[src/rtl/gpio_cmp_pkg.sv]
package gpio_cmp_pkg;

    typedef enum logic [2:0] {
        SEL_MASK_SET = 3'd0,
        SEL_MASK_CLR = 3'd1,
        SEL_CMP_SET  = 3'd2,
        SEL_CMP_CLR  = 3'd3,
        SEL_MODE_WR  = 3'd4,
        SEL_PEND_CLR = 3'd5
    } wr_target_e;

    typedef enum logic [1:0] {
        MODE_LEVEL   = 2'd0,
        MODE_FALLING = 2'd1,
        MODE_RISING  = 2'd2,
        MODE_BOTH    = 2'd3
    } pin_mode_e;

endpackage

[src/rtl/gpio_cmp_sync.sv]
module gpio_cmp_sync #(
    parameter int WIDTH  = 8,
    parameter int STAGES = 2
) (
    input  logic             clk,
    input  logic             rst_n,
    input  logic [WIDTH-1:0] d_in,
    output logic [WIDTH-1:0] q_out
);
    logic [WIDTH-1:0] chain_q [STAGES];
    logic [WIDTH-1:0] chain_d [STAGES];

    always_comb begin
        chain_d[0] = d_in;
        for (int i = 1; i < STAGES; i++) begin
            chain_d[i] = chain_q[i-1];
        end
    end

    always_ff @(posedge clk or negedge rst_n) begin
        if (!rst_n) begin
            for (int i = 0; i < STAGES; i++) begin
                chain_q[i] <= '0;
            end
        end else begin
            for (int i = 0; i < STAGES; i++) begin
                chain_q[i] <= chain_d[i];
            end
        end
    end

    assign q_out = chain_q[STAGES-1];
endmodule

[src/rtl/gpio_cmp_pin.sv]
module gpio_cmp_pin
    import gpio_cmp_pkg::*;
(
    input  logic       level,
    input  logic       cmp_bit,
    input  logic       mask_bit,
    input  logic [1:0] mode,
    output logic       active,
    output logic       edge_mode,
    output logic       report,
    output logic       reload
);
    pin_mode_e mode_e;

    always_comb begin
        mode_e    = pin_mode_e'(mode);
        active    = (level ^ cmp_bit) & mask_bit;
        edge_mode = (mode_e != MODE_LEVEL);
        reload    = active & edge_mode;
        unique case (mode_e)
            MODE_RISING:  report = active & level;
            MODE_FALLING: report = active & ~level;
            MODE_BOTH:    report = active;
            default:      report = 1'b0;
        endcase
    end
endmodule

[src/rtl/gpio_cmp_irq.sv]
module gpio_cmp_irq
    import gpio_cmp_pkg::*;
#(
    parameter int PINS    = 8,
    parameter int FIELD_W = 4,
    parameter int SYNC_N  = 2
) (
    input  logic        clk,
    input  logic        rst_n,
    input  logic [7:0]  pin_in,
    input  logic        wr_en,
    input  logic [2:0]  wr_sel,
    input  logic [31:0] wr_data,
    output logic [7:0]  pend_o,
    output logic [7:0]  cmp_o,
    output logic        irq_o
);
    localparam int CFG_W = PINS * FIELD_W;

    typedef struct packed {
        logic [PINS-1:0]  mask;
        logic [PINS-1:0]  cmp;
        logic [PINS-1:0]  pend;
        logic [CFG_W-1:0] cfg;
    } bank_state_t;

    bank_state_t st_d, st_q;

    logic [PINS-1:0] level;
    logic [PINS-1:0] active;
    logic [PINS-1:0] edge_mode;
    logic [PINS-1:0] report;
    logic [PINS-1:0] reload;
    logic [PINS-1:0] wr_bits;
    logic [PINS-1:0] mask_q;
    wr_target_e      target;

    gpio_cmp_sync #(.WIDTH(PINS), .STAGES(SYNC_N)) u_sync (
        .clk   (clk),
        .rst_n (rst_n),
        .d_in  (pin_in),
        .q_out (level)
    );

    for (genvar n = 0; n < PINS; n++) begin : g_pin
        gpio_cmp_pin u_pin (
            .level     (level[n]),
            .cmp_bit   (st_q.cmp[n]),
            .mask_bit  (st_q.mask[n]),
            .mode      (st_q.cfg[n*FIELD_W +: 2]),
            .active    (active[n]),
            .edge_mode (edge_mode[n]),
            .report    (report[n]),
            .reload    (reload[n])
        );
    end

    always_comb begin
        target  = wr_target_e'(wr_sel);
        wr_bits = wr_data[PINS-1:0];
        st_d    = st_q;

        for (int n = 0; n < PINS; n++) begin
            if (edge_mode[n]) begin
                if (reload[n]) begin
                    st_d.cmp[n] = level[n];
                end
                st_d.pend[n] = (st_q.pend[n]
                               & ~(wr_en && target == SEL_PEND_CLR && wr_bits[n]))
                               | report[n];
            end else begin
                st_d.pend[n] = active[n];
            end
        end

        if (wr_en) begin
            unique case (target)
                SEL_MASK_SET: st_d.mask = st_q.mask | wr_bits;
                SEL_MASK_CLR: st_d.mask = st_q.mask & ~wr_bits;
                SEL_CMP_SET:  st_d.cmp  = st_d.cmp | wr_bits;
                SEL_CMP_CLR:  st_d.cmp  = st_d.cmp & ~wr_bits;
                SEL_MODE_WR: begin
                    st_d.cfg  = wr_data[CFG_W-1:0];
                    st_d.pend = '0;
                end
                default: ;
            endcase
        end
    end

    always_ff @(posedge clk or negedge rst_n) begin
        if (!rst_n) begin
            st_q <= '0;
        end else begin
            st_q <= st_d;
        end
    end

    assign mask_q = st_q.mask;
    assign pend_o = st_q.pend;
    assign cmp_o  = st_q.cmp;
    assign irq_o  = |st_q.pend;
endmodule

[config.mk]
export PLATFORM = sky130hd
export DESIGN_NAME = gpio_cmp_irq
export DESIGN_NICKNAME = d
export VERILOG_FILES = /design/src/rtl/gpio_cmp_pkg.sv /design/src/rtl/gpio_cmp_sync.sv /design/src/rtl/gpio_cmp_pin.sv /design/src/rtl/gpio_cmp_irq.sv
export SDC_FILE = /design/constraint.sdc
export NUM_CORES = 1
export LEC_CHECK = 0
export BUFFER_PORTS_ARGS = -buffer_cell sky130_fd_sc_hd__buf_4
export CAP_MARGIN = 20
export CORE_ASPECT_RATIO = 1.2
export CORE_MARGIN = 2
export CORE_UTILIZATION = 50
export CTS_BUF_LIST = sky130_fd_sc_hd__clkbuf_4 sky130_fd_sc_hd__clkbuf_8
export DETAILED_ROUTE_END_ITERATION = 16
export GPL_ROUTABILITY_DRIVEN = 0
export PLACE_DENSITY = 0.8
export SETUP_SLACK_MARGIN = 0.1
export SYNTH_ARGS = -nofsm -noshare
export SYNTH_HDL_FRONTEND = slang
export SYNTH_SLANG_ARGS = --single-unit
export TNS_END_PERCENT = 100
[constraint.sdc]
create_clock -name clk -period 1.1 [get_ports clk]
set_input_delay 0 -clock clk [delete_from_list [all_inputs] [get_ports clk]]
set_output_delay 0 -clock clk [all_outputs]
set_load 0.01 [all_outputs]
==> results.tsv <==
metric	value	unit
violations	setup timing	
wire_per_inst	15.3	µm
power-per-cell-area	1810	nW/µm²
grt_use_met2	37.8	%
synth_top_area_share	48.7	%
rows	30	
hold_class	in -> reg	
port_buffers	50	
ant_nets	0	
fill_cells	373	
dieArea	6380	µm²
grt-ovfl-total	0	
path_class	reg -> out	
cts_buffers	5	
routed_wl	6560	µm
grt_pass1_vias	2260	
layout_setup_ws	-187	ps
die_h	87.1	µm
p_leak	1.99	nW
yosys.area.top_type	dfrtp_1	
fin_skew	8.24	ps
core_area	5590	µm²
nets	433	
placed_cell_area	3540	µm²
dr.pass1.iters	4	
drt_iter0_markers	60	
h-tree-depth	2	
synthCells	259	
tightest_slew	485	ps
design_area	4170	µm²
final_util	74.6	%
place_hpwl	4250	µm
clk_latency	310	ps
vias	2188	
clock-sinks	56	
cts_buffer_depth	2	
antenna_found_initial	0	
setup-tns-final	-1250	ps
layout-drive-gt1-share	42.9	%
globalRoute.busiestLayer	met2	
ys_top_cells_by_area	dfrtp_1 (49%), ha_1 (10%), mux2i_1 (5.6%)	
cts_tree	done	
grtUsageTotal	21.5	%
yosysWarnings	0	
status	complete, but fails checks	
slew_headroom	67.6	%
netlist_area	2880	µm²
drv_slew	0	
peakVddDrop	0.974	mV
antenna_cells	0	
crit_path_start_kind	flop	
grt_first_pass_wirelength	10500	µm
clock.fmax	777	MHz
dp_slack	-86.7	ps
finalSetupViolCount	18	
yosys.cell_types.count	26	
drv_cap	0	
dieWidth	73.2	µm
drcViolationCount	0	
clockRootBuffer	clkbuf_8	
path_max_fanout	2	
ios	63	
synthToLayoutAreaGrowth	45.1	%
grt_use_met3	3.70	%
hold_viol_final	0	
synth_fp_nets	329	
start_util	51.4	%
rsz0062_at_grt	true	
yosysSeqAreaShare	48.7	%
vias_per_cell	5.11	
avgSynthCellArea	11.1	µm²
end_kind	primary output	
critPathArrivalTime	1290	ps
ys_ff_latch	56	
clk_pin_slew_worst_paths	100	ps
grt_max_degree	41	
crit_required	1100	ps
min_period	1290	ps
min_period_over_period	117	%
met1_usage	26.3	%
## cells by family (layout without fill, tap and decap cells)
kind of cell	Yosys count	count (layout)	synth area share [%]
compound gates	56	56	13.9
flops	56	56	48.7
simple gates	49	49	9.09
buf+inv	42	147	7.39
fa+ha+maj	24	24	10.4
xor+xnor	16	16	4.87
mux	16	16	5.57
## cell type report
cell class	count	area, µm²	share of cell area (%)
Multi-Input combinational cell	161	1510	36.2
Clock buffer	5	68.8	1.65
Timing Repair Buffer	115	978	23.4
Inverter	24	90.1	2.16
Clock inverter	3	42.5	1.02
Sequential cell	56	1400	33.6
Tap cell	64	80.1	1.92
## per-stage QoR
step,std cells,hold WS (ps),total power (W)
after floorplan,259,-296,0.00470
after global placement,375,-98.6,0.00555
after detailed placement,375,-97.2,0.00566
after CTS,424,70.9,0.00729
after global routing,428,70.0,0.00802
final,428,69.1,0.00755
## worst max-delay path: stages, from the launching register on
cell,delay [ps]
dfrtp_1,420
nor4_4,310
nand2_1,110
buf_6,130
## per-layer routing
metal	routed length, µm	share of wire [%]
met5	0	0
met4	123	1.9
met3	198	3.0
met2	3480	53
met1	2760	42
## synthesized netlist by cell type
cell       number
buf_1           2
buf_4           9
buf_6           2
mux2i_1        16
a21oi_1         8
o22ai_2         8
and4b_1         1
nor4_1          2
and3b_2         1
a31oi_1         8
nand2b_1        1
and4bb_2        1
o21ai_0        16
nor3b_2         1
a211o_1         8
inv_1          24
dfrtp_1        56
nand2_1        25
ha_1           24
buf_2           5
nor2b_1         7
nand3_1         8
a211oi_1        8
and2b_2         1
nand4bb_1       1
xor2_1         16
## cell usage in the layout (no fill, tap or decap), types with 6 or more instances in the layout
master / netlist / final
a21oi_1: 8 / 8
nand2_1: 25 / 25
xor2_1: 16 / 15
ha_4: 0 / 9
a31oi_1: 8 / 8
a211o_1: 8 / 8
buf_4: 9 / 79
nand3_1: 8 / 8
ha_1: 24 / 8
dlygate4sd3_1: 0 / 30
ha_2: 0 / 7
a211oi_2: 0 / 8
inv_2: 0 / 16
nor2b_4: 0 / 6
mux2i_1: 16 / 16
dfrtp_1: 56 / 55
o21ai_0: 16 / 13
o22ai_2: 8 / 8
inv_1: 24 / 8
## report_power, final
part           total, W  leakage, nW  switching (W)  internal, W
Combinational   0.00323         1.28        0.00134      0.00189
Clock           0.00135       0.0541       0.000675     0.000675
Sequential      0.00298        0.656       0.000460      0.00252
Total           0.00755         1.99        0.00247      0.00508
## final timing paths
path	startpoint	slack, ps	to	cells after the start
setup reg to reg	st_q[17]	-180	pend_o[4]	5
setup / recovery	pend_o[7]	-190	irq_o	3
max in group asynchronous	rst_n	490	cmp_o[2]	3
hold / removal	wr_sel[0]	70	cmp_o[0]	3
hold reg to reg	u_sync.chain_d[6]	360	u_sync.q_out[6]	0
min in group asynchronous	rst_n	100	st_q[13]	2
## timing repair
| action | CTS | global route |
|---|---|---|
| cloned | 0 | 0 |
| setup buffers | 11 | 4 |
| resized for setup | 13 | 17 |
| hold buffers | 30 | 0 |
| endpoints found under the hold margin | 94 | 0 |
| endpoints found under the setup margin | 17 | 21 |
| pin swaps | 7 | 2 |
No activity file was read; power rests on OpenSTA's default activity.
